**src/rtl/sdac_tx_pkg.sv**
```systemverilog
package sdac_tx_pkg;

    localparam int WORD_W = 16;
    localparam int DIV_W  = 8;
    localparam int PER_W  = 16;
    localparam int IDX_W  = $clog2(WORD_W);
    localparam int PC_W   = DIV_W + 2;

    typedef logic [WORD_W-1:0] word_t;
    typedef logic [IDX_W-1:0]  idx_t;
    typedef logic [DIV_W-1:0]  div_t;
    typedef logic [PER_W-1:0]  per_t;
    typedef logic [PC_W-1:0]   pc_t;

    typedef enum logic [1:0] {
        ST_IDLE,
        ST_SHIFT,
        ST_GAP,
        ST_LOAD
    } eng_state_e;

    typedef struct packed {
        word_t word;
        logic  msb_first;
        div_t  half;
    } frame_cfg_t;

    function automatic div_t clamp_half(div_t d);
        return (d == '0) ? div_t'(1) : d;
    endfunction

    function automatic per_t clamp_period(per_t p);
        return (p < per_t'(2)) ? per_t'(2) : p;
    endfunction

    function automatic logic sel_bit(word_t w, idx_t i, logic msbf);
        idx_t j;
        j = msbf ? (idx_t'(WORD_W - 1) - i) : i;
        return w[j];
    endfunction

    function automatic pc_t phase_last(div_t h);
        return pc_t'(h) - pc_t'(1);
    endfunction

    function automatic pc_t gap_last(div_t h);
        return (pc_t'(h) << 1) - pc_t'(1);
    endfunction

endpackage

```
**src/rtl/sdac_rate_timer.sv**
```systemverilog
module sdac_rate_timer
    import sdac_tx_pkg::*;
(
    input  logic clk,
    input  logic rst,
    input  per_t period,
    output logic tick
);

    per_t cnt_q;
    per_t lim;

    assign lim  = clamp_period(period) - per_t'(1);
    assign tick = !rst && (cnt_q >= lim);

    always_ff @(posedge clk) begin
        if (rst) begin
            cnt_q <= '0;
        end else if (cnt_q >= lim) begin
            cnt_q <= '0;
        end else begin
            cnt_q <= cnt_q + per_t'(1);
        end
    end

    AST_TICK_SPACED: assert property (@(posedge clk) disable iff (rst)
        tick |=> !tick);

endmodule

```
**src/rtl/sdac_frame_engine.sv**
```systemverilog
module sdac_frame_engine
    import sdac_tx_pkg::*;
(
    input  logic       clk,
    input  logic       rst,
    input  logic       start,
    input  frame_cfg_t cfg_in,
    output logic       busy,
    output logic       sclk,
    output logic       frame_n,
    output logic       sdo,
    output logic       load
);

    eng_state_e state_q;
    frame_cfg_t cfg_q;
    pc_t        pc_q;
    idx_t       idx_q;
    logic       sclk_q;
    logic       frame_q;
    logic       load_q;

    always_ff @(posedge clk) begin
        if (rst) begin
            state_q <= ST_IDLE;
            cfg_q   <= '{word: '0, msb_first: 1'b1, half: div_t'(1)};
            pc_q    <= '0;
            idx_q   <= '0;
            sclk_q  <= 1'b0;
            frame_q <= 1'b1;
            load_q  <= 1'b0;
        end else begin
            case (state_q)
                ST_IDLE: begin
                    if (start) begin
                        cfg_q   <= cfg_in;
                        pc_q    <= '0;
                        idx_q   <= '0;
                        sclk_q  <= 1'b0;
                        frame_q <= 1'b0;
                        state_q <= ST_SHIFT;
                    end
                end
                ST_SHIFT: begin
                    if (pc_q == phase_last(cfg_q.half)) begin
                        pc_q <= '0;
                        if (!sclk_q) begin
                            sclk_q <= 1'b1;
                        end else begin
                            sclk_q <= 1'b0;
                            if (idx_q == idx_t'(WORD_W - 1)) begin
                                frame_q <= 1'b1;
                                state_q <= ST_GAP;
                            end else begin
                                idx_q <= idx_q + idx_t'(1);
                            end
                        end
                    end else begin
                        pc_q <= pc_q + pc_t'(1);
                    end
                end
                ST_GAP: begin
                    if (pc_q == gap_last(cfg_q.half)) begin
                        pc_q    <= '0;
                        load_q  <= 1'b1;
                        state_q <= ST_LOAD;
                    end else begin
                        pc_q <= pc_q + pc_t'(1);
                    end
                end
                default: begin
                    if (pc_q == phase_last(cfg_q.half)) begin
                        pc_q    <= '0;
                        load_q  <= 1'b0;
                        state_q <= ST_IDLE;
                    end else begin
                        pc_q <= pc_q + pc_t'(1);
                    end
                end
            endcase
        end
    end

    assign busy    = (state_q != ST_IDLE);
    assign sclk    = sclk_q;
    assign frame_n = frame_q;
    assign load    = load_q;
    assign sdo     = (state_q == ST_SHIFT) ? sel_bit(cfg_q.word, idx_q, cfg_q.msb_first) : 1'b0;

    AST_SCLK_IN_FRAME: assert property (@(posedge clk) disable iff (rst)
        frame_n |-> !sclk);

    AST_SDO_HELD_HIGH: assert property (@(posedge clk) disable iff (rst)
        (sclk && $past(sclk)) |-> $stable(sdo));

    AST_LOAD_OUT_FRAME: assert property (@(posedge clk) disable iff (rst)
        load |-> frame_n);

    AST_CFG_LATCHED: assert property (@(posedge clk) disable iff (rst)
        (!frame_n && $past(!frame_n)) |-> $stable(cfg_q));

endmodule

```
**src/rtl/sdac_frame_tx.sv**
```systemverilog
module sdac_frame_tx
    import sdac_tx_pkg::*;
(
    input  logic              clk,
    input  logic              rst,
    input  logic [WORD_W-1:0] s_data,
    input  logic              s_valid,
    output logic              s_ready,
    input  logic              msb_first,
    input  logic [DIV_W-1:0]  clk_div,
    input  logic [PER_W-1:0]  period,
    output logic              sclk,
    output logic              frame_n,
    output logic              sdo,
    output logic              load,
    output logic              underrun
);

    logic       tick;
    logic       busy;
    logic       start;
    word_t      held_q;
    logic       ur_q;
    frame_cfg_t cfg;

    sdac_rate_timer u_timer (
        .clk    (clk),
        .rst    (rst),
        .period (period),
        .tick   (tick)
    );

    assign start   = tick && !busy;
    assign s_ready = start;

    assign cfg.word      = s_valid ? s_data : held_q;
    assign cfg.msb_first = msb_first;
    assign cfg.half      = clamp_half(clk_div);

    always_ff @(posedge clk) begin
        if (rst) begin
            held_q <= '0;
            ur_q   <= 1'b0;
        end else if (start) begin
            if (s_valid) begin
                held_q <= s_data;
            end else begin
                ur_q <= 1'b1;
            end
        end
    end

    assign underrun = ur_q;

    sdac_frame_engine u_engine (
        .clk     (clk),
        .rst     (rst),
        .start   (start),
        .cfg_in  (cfg),
        .busy    (busy),
        .sclk    (sclk),
        .frame_n (frame_n),
        .sdo     (sdo),
        .load    (load)
    );

    AST_READY_ONE_CYCLE: assert property (@(posedge clk) disable iff (rst)
        s_ready |=> !s_ready);

    AST_READY_IDLE_ONLY: assert property (@(posedge clk) disable iff (rst)
        s_ready |-> (frame_n && !load));

    AST_UNDERRUN_STICKY: assert property (@(posedge clk) disable iff (rst)
        underrun |=> underrun);

endmodule

```
**config.mk**
```make
export PLATFORM = sky130hd
export DESIGN_NAME = sdac_frame_tx
export DESIGN_NICKNAME = d
export VERILOG_FILES = /design/src/rtl/sdac_tx_pkg.sv /design/src/rtl/sdac_rate_timer.sv /design/src/rtl/sdac_frame_engine.sv /design/src/rtl/sdac_frame_tx.sv
export SDC_FILE = /design/constraint.sdc
export NUM_CORES = 1
export LEC_CHECK = 0
export ABC_AREA = 0
export BUFFER_PORTS_ARGS = -buffer_cell sky130_fd_sc_hd__buf_2
export CAP_MARGIN = 20
export CORE_ASPECT_RATIO = 1.2
export CORE_UTILIZATION = 53
export CTS_CLUSTER_DIAMETER = 80
export DETAILED_ROUTE_END_ITERATION = 8
export PLACE_DENSITY_LB_ADDON = 0.25
export SLEW_MARGIN = 10
export SYNTH_ARGS = -nofsm -noshare
export SYNTH_HDL_FRONTEND = slang
export SYNTH_SLANG_ARGS = --single-unit
export TNS_END_PERCENT = 20
```
**constraint.sdc**
```tcl
create_clock -name clk -period 14.1 [get_ports clk]
set_input_delay 1.41 -clock clk [delete_from_list [all_inputs] [get_ports clk]]
set_output_delay 1.41 -clock clk [all_outputs]
set_load 0.1 [all_outputs]
```
== Yosys cells after proc, flatten, opt, wreduce, memory -nomap -nowiden ==
Cells that the tools add are included.

* Input port bits: 44
* Word-level logic and storage cells: 88
* Flip-flop bits (word level): 77

* Bitwise operators: 2
* Equality and inequality tests: 11
* Order comparisons: 3
* Add/subtract/negate cells: 7
* Reduce and logical (&&, ||, !) cells: 19
* Multiplexer cells: 34

{| class="wikitable"
|+ Operators with widths
! operator !! number
|-
| two-way mux 16 bit || 2
|-
| two-way mux 10 bit || 3
|-
| == test 10 bit || 2
|-
| two-way mux 4 bit || 5
|-
| case mux 10 bit (2 select lines) || 1
|-
| adder 16 x 1 -> 16 bit, second input constant || 1
|-
| greater-or-equal comparator 16 bit || 1
|-
| less-than comparator 16 x 2 -> 1 bit, second input constant || 1
|-
| subtractor 16 x 1 -> 16 bit, second input constant || 1
|-
| two-way mux 2 bit || 6
|-
| adder 10 x 1 -> 10 bit, second input constant || 1
|-
| two-way mux 1 bit || 10
|-
| AND reduction 5 bit || 2
|-
| subtractor 9 x 1 -> 10 bit, second input constant || 1
|-
| subtractor 8 x 1 -> 9 bit, second input constant || 1
|-
| logical NOT 8 bit || 1
|-
| two-way mux 8 bit || 1
|-
| inequality test 2 x 1 -> 1 bit, second input constant || 4
|-
| case mux 4 bit (2 select lines) || 1
|-
| case mux 1 bit (2 select lines) || 3
|-
| case mux 2 bit (3 select lines) || 1
|-
| AND reduction 3 bit || 2
|-
| AND reduction 6 bit || 1
|-
| nonzero test 2 bit || 3
|-
| other kinds (15) || 21
|}

== Logic depth before layout (Yosys ltp) ==
* Depth in word-level cells: 8
* Mapped depth: 20

== By module ==
Synthesis repeated with hierarchy kept, for this count alone.

* Cells, all modules: 621
* Area, all modules: 5,132.4 um^2

{| class="wikitable"
|+ By module, submodules not included
! module !! area an instance (um^2) !! times used !! sequential area each (um^2) !! cells an instance
|-
| sdac_frame_engine || 2,776.4 || 1 || 880.8 || 356
|-
| sdac_rate_timer || 1,373.8 || 1 || 320.3 || 162
|-
| sdac_frame_tx || 982.2 || 1 || 340.3 || 103
|}

== Least setup slack after synthesis ==
Ideal clock, no wire load.

* Path kind: input to output
* Start point: input period[9]
* End point: output s_ready
* Stages on the path: 16
* Slack: 5.958 ns
* Arrival time: 6.732 ns
* Buffers on the path: 1
* Cells stage by stage: or4_1 -> or4_1 -> nor4_2 -> nand2b_1 -> ha_1 -> nand2b_1 -> or3_1 -> or3_1 -> nor4_1 -> xnor2_1 -> ha_1 -> nand4_1 -> or3_1 -> o32a_1 -> a211oi_1 -> clkbuf_1

* Cells in the longest elaborated chain, start to end: 6

{| class="wikitable"
|+ RTL lines
! item !! RTL line !! RTL
|-
| start: declaration || sdac_frame_tx.sv:11 || <nowiki>input logic [PER_W-1:0] period,</nowiki>
|-
| less-than comparator 16 x 2 -> 1 bit || sdac_tx_pkg.sv:33 || <nowiki>return (p < per_t'(2)) ? per_t'(2) : p;</nowiki>
|-
| two-way mux 16 bit (*) || sdac_tx_pkg.sv:33 ||
|-
| subtractor 16 x 1 -> 16 bit (*) || sdac_rate_timer.sv:13 || <nowiki>assign lim = clamp_period(period) - per_t'(1);</nowiki>
|-
| greater-or-equal comparator 16 bit (*) || sdac_rate_timer.sv:14 || <nowiki>assign tick = !rst && (cnt_q >= lim);</nowiki>
|-
| logical AND 1 bit (*) || sdac_rate_timer.sv:14 ||
|-
| logical AND 1 bit (*) || sdac_frame_tx.sv:33 || <nowiki>assign start = tick && !busy;</nowiki>
|-
| end: declaration || sdac_frame_tx.sv:8 || <nowiki>output logic s_ready,</nowiki>
|}

Mark *: on every way between the ends. The rest lies on a longest branch, timed or not.

== Final worst setup path ==
Ends and elaborated chain as after synthesis.

==> results.md <==
| Group | Quantity | This run |
|:---|:---|:---|
| logic synthesis | Proportion of synthesized flip-flops having asynchronous set or reset | 0 |
| logic synthesis | Synth cell types | 73 |
| logic synthesis | Commonest register cell after synthesis | dfxtp_1 |
| critical path | Worst reg-to-reg setup slack | 10,650 ps |
| logic synthesis | Xor/xnor share of the synthesized area | 0.0921 |
| grt | First-pass GRT wire length | 16,300 um |
| finish | Antenna cells | 0 |
| clock network | CTS tree | built |
| routing | WL/cell | 15.0 um |
| critical path | Data arrival time at the worst-slack endpoint | 6540 ps |
| critical path | Element type at the critical path end | output port |
| routing | Number of iterations in the first detailed-routing pass | 4 |
| grt | Grt met1 use | 0.270 |
| pwr | Leak Pwr | 1.75 nW |
| critical path | Kind of critical path | primary input to output port |
| die | Area of the core | 7710 sq um |
| clock network | Clock slew at reported path FFs | 60 ps |
| worst hold path | Number of stages on the worst hold path | 2 |
| logic synthesis | Number of instances in the synthesized netlist | 491 |
| routing | Vias | 3,776 |
| logic synthesis | Post-synthesis compound-gate area fraction | 0.167 |
| logic synthesis | Synthesized-area fraction occupied by and/or/nand/nor cells | 0.251 |
| placement | Placed Area | 4470 sq um |
| logic synthesis | Dominant combinational cell family by area after synthesis | simple AND/OR/NAND/NOR gates |
| finish | Non-filler cells in the finished layout | 622 |
| logic synthesis | Synthesized area | 4240 sq um |
| placement | Post-detailed-placement half-perimeter wirelength | 6900 um |
| grt | Met2 demand-to-capacity share in global routing | 0.438 |
| clock network | Number of buffers on the longest clock path | 2 |
| clock network | Number of sinks driven by the clock tree | 61 |
| sta | Final WS setup | 6150 ps |
| outcome | Status | complete, no violations |
| clock network | PostCTS Resize Cnt | 0 |
| clock network | CTS root buf | clkbuf_8 |
| placement | Pre-CTS setup slack | 6180 ps |
| critical path | Slowest library cell on the worst path | or4_1 |
| sta | Number of hold-slack violations in the final timing report | 0 |
| finish | Net total in the final layout | 594 |
| grt | Maximum number of pins on one net before global-route repair | 41 |
| placement | # placed instances | 606 |
| critical path | Critical path fanouts, max | 4 |
| routing | Routed vias/inst | 6.07 |
| sta | Final Critical Period | 7950 ps |
| worst hold path | Path class of the lowest-slack min-delay path | flop to flop |
| worst hold path | Hold path startpoint | underrun |
| die | Initial Util | 0.550 |
| finish | Number of filler instances in the final layout | 708 |
| pwr | Worst ir drop on vdd | 0.0000572 V |
| sta | Layout Skew | 9.16 ps |
| critical path | Critical R2R Launch | u_timer.cnt_q[9] |
| sta | Sum Neg Setup Slack | 0 ps |
| logic synthesis | Post-Syn Nets | 560 |
| routing | Iteration-0 DRC count of the detailed router | 168 |
| die | Die X-Extent | 83.6 um |
| clock network | Number of buffers created by CTS | 9 |
| finish | Final Instance Area | 4640 sq um |
| grt | Total global routing overflow | 0 |
| critical path | Worst endpoint required time | 12,690 ps |
| sta | Slew at the pin closest to its max-slew limit | 904 ps |
| placement | Global placement routability congestion | 0.905 |
| logic synthesis | Mux cell area share after synthesis | 0.0800 |
| routing | Sum of routed wire length over all layers | 9310 um |
| clock network | Post-CTS Setup Inserts | 0 |
| routing | Remaining antenna violation count | 0 |
| run | Max capacitance violation total | 0 |
| grt | Vias in the first global route | 3,783 |
| finish | Share of final-layout standard cells stronger than drive strength 1 | 0.175 |
| finish | Core utilization of the finished layout | 0.602 |
| logic synthesis | Top-area cell type share of the netlist area | 0.288 |
| sta | Number of setup violations in the final report | 0 |
| die | Num ports | 50 |
| die | Full die area | 8360 sq um |
| worst hold path | End point of the most critical hold path | underrun |
| logic synthesis | Number of synthesized flops with an enable pin | 0 |
| die | DIE HEIGHT | 100 um |
| pwr | Total power consumption of the routed design | 336 uW |
| sta | Fmax | 0.126 GHz |
| critical path | Worst stage delay on the critical path | 570 ps |
| critical path | Sort of element at the start of the critical path | primary input |
| grt | Met3 GRT Util | 0.0403 |
| logic synthesis | Leading post-synthesis cells by cell area | dfxtp_1, ha_1, nor2_1 |
| sta | Final worst path period share | 0.564 |
| sta | Hold_ws | 474 ps |
| logic synthesis | Mean instance size in the synthesized netlist | 8.63 sq um |
| grt | Total GRT Usage | 0.237 |
| grt | Number of antenna violations at the first check in global routing | 0 |
| critical path | Most common cell on crit path | or3_1 |
| clock network | Total of hold buffers inserted after clock tree synthesis | 0 |
| critical path | Register-to-Register Path Depth | 9 |
| logic synthesis | Dominant cell type by area after synthesis | dfxtp_1 |
| placement | Count of port buffers added during placement | 49 |
| pwr | Power density over the cells | 72.5 nW/um^2 |
| sta | Max transition margin | 0.397 |
| die | Number of placement rows | 35 |
| logic synthesis | Register area share after synthesis | 0.288 |
| logic synthesis | Post-synthesis sequential element count | 61 |
| clock network | Clock latency of the later-clocked register in the worst-skew pair | 330 ps |
| critical path | Cell-by-cell trace of the critical path | buf_2 > or4_1 > or4_1 > nor4_2 > nand2b_1 > ha_1 > nand2b_1 > or3_1 > or3_1 > nor4_1 > xnor2_1 > ha_1 > nand4_1 > or3_1 > o32a_1 > a211oi_2 > buf_2 |
| grt | Most congested layer reported by global routing | met2 |
| sta | RSZ-0062 raised after global routing | false |
| sta | Slew Limit Fails | 0 |
| logic synthesis | Adder and majority cell fraction of the synthesized area | 0.0738 |
| routing | DRC Markers | 0 |
| logic synthesis | Warnings from Yosys | 0 |
| finish | Area growth, synth to finish | 9.42% |
| clock network | H-tree level count | 3 |
-- per-layer routing --
layer / vias up / routed length (um) / share of wire
met5: - / 0 / 0
met4: 0 / 191 / 0.021
met3: 19 / 313 / 0.034
met2: 75 / 4720 / 0.51
met1: 1824 / 4080 / 0.44
li1: 1858 / - / -
-- synth_stat cells, types with 4 or more instances --
cell type	number
nand3_1	11
nor2_1	58
a211oi_1	4
o21ai_0	25
and3_1	8
o21a_1	4
o31a_1	4
clkbuf_1	17
nor3_1	14
buf_6	5
or4_1	5
ha_1	25
or2_2	4
a21oi_2	6
nand2_1	28
or3_1	11
and2_1	5
xnor2_1	19
o221ai_1	7
xor2_1	23
dfxtp_1	61
nand2b_1	15
a21oi_1	14
nand4_1	15
mux4_2	5
inv_1	15
mux2i_1	19
-- cell type report --
type	count	area, sq um	share of cell area
Tap cell	92	115	0.0248
Clock buffer	15	166	0.0359
Inverter	15	56.3	0.0121
Multi-Input combinational cell	388	2820	0.608
Clock inverter	1	5.00	0.00108
Sequential cell	61	1220	0.263
Timing Repair Buffer	50	253	0.0545
-- cell usage in the layout, fill, tap and decap left out, types with 3 or more instances in the layout --
master / Yosys / layout
nand3_1: 11 / 11
buf_2: 2 / 49
dfxtp_1: 61 / 61
o21a_1: 4 / 4
or2_2: 4 / 4
o31ai_1: 3 / 3
ha_1: 25 / 25
o22ai_1: 3 / 3
xor2_1: 23 / 23
a221oi_1: 3 / 3
nand2b_1: 15 / 15
and3_1: 8 / 8
mux2i_1: 19 / 19
xnor2_1: 19 / 19
nor2_1: 58 / 58
or4_1: 5 / 5
inv_1: 15 / 15
clkbuf_8: 0 / 11
nor3_1: 14 / 14
o221ai_1: 7 / 7
a211oi_1: 4 / 3
mux4_2: 5 / 5
or4_4: 3 / 3
and2_1: 5 / 5
a21oi_1: 14 / 14
nand4_1: 15 / 15
nand2_1: 28 / 28
nor4_1: 3 / 3
a21oi_2: 6 / 6
o31a_1: 4 / 4
or3_1: 11 / 11
o21ai_0: 25 / 25
clkbuf_1: 17 / 4
o211ai_1: 3 / 3
-- where the power goes --
part	total, mW	leakage [nW]	switching (mW)	internal, mW
Sequential	0.174	0.492	0.000945	0.173
Clock	0.140	0.0877	0.0662	0.0736
Combinational	0.0225	1.17	0.0120	0.0105
Total	0.336	1.75	0.0791	0.257
-- worst max-delay path by stage --
| stage | startpoint | to | slack (ps) |
|---|---|---|---|
| final | period[9] | s_ready | 6150 |
| after global routing | period[9] | s_ready | 5780 |
| after CTS | period[9] | s_ready | 6130 |
| after detailed placement | period[9] | s_ready | 6180 |
| after global placement | period[9] | s_ready | 6240 |
| after floorplan | period[9] | s_ready | 5960 |
-- critical path: cells and delay by family --
family                     cells  cell delay (ps)
xor gates and xnor gates       1              120
AOI/OAI and AO/OA              2              700
buffers and inverters          2              590
adders and majority gates      2              500
and+or+nand+nor               10             3210
-- cells by family after synthesis --
logic type               after synthesis
flip-flops                            61
AO/OA/AOI/OAI                         97
adder cells (fa/ha/maj)               25
buffers and inverters                 42
AND/OR/NAND/NOR                      196
multiplexers                          27
XOR/XNOR                              43
No activity file was read; power rests on OpenSTA's default activity.
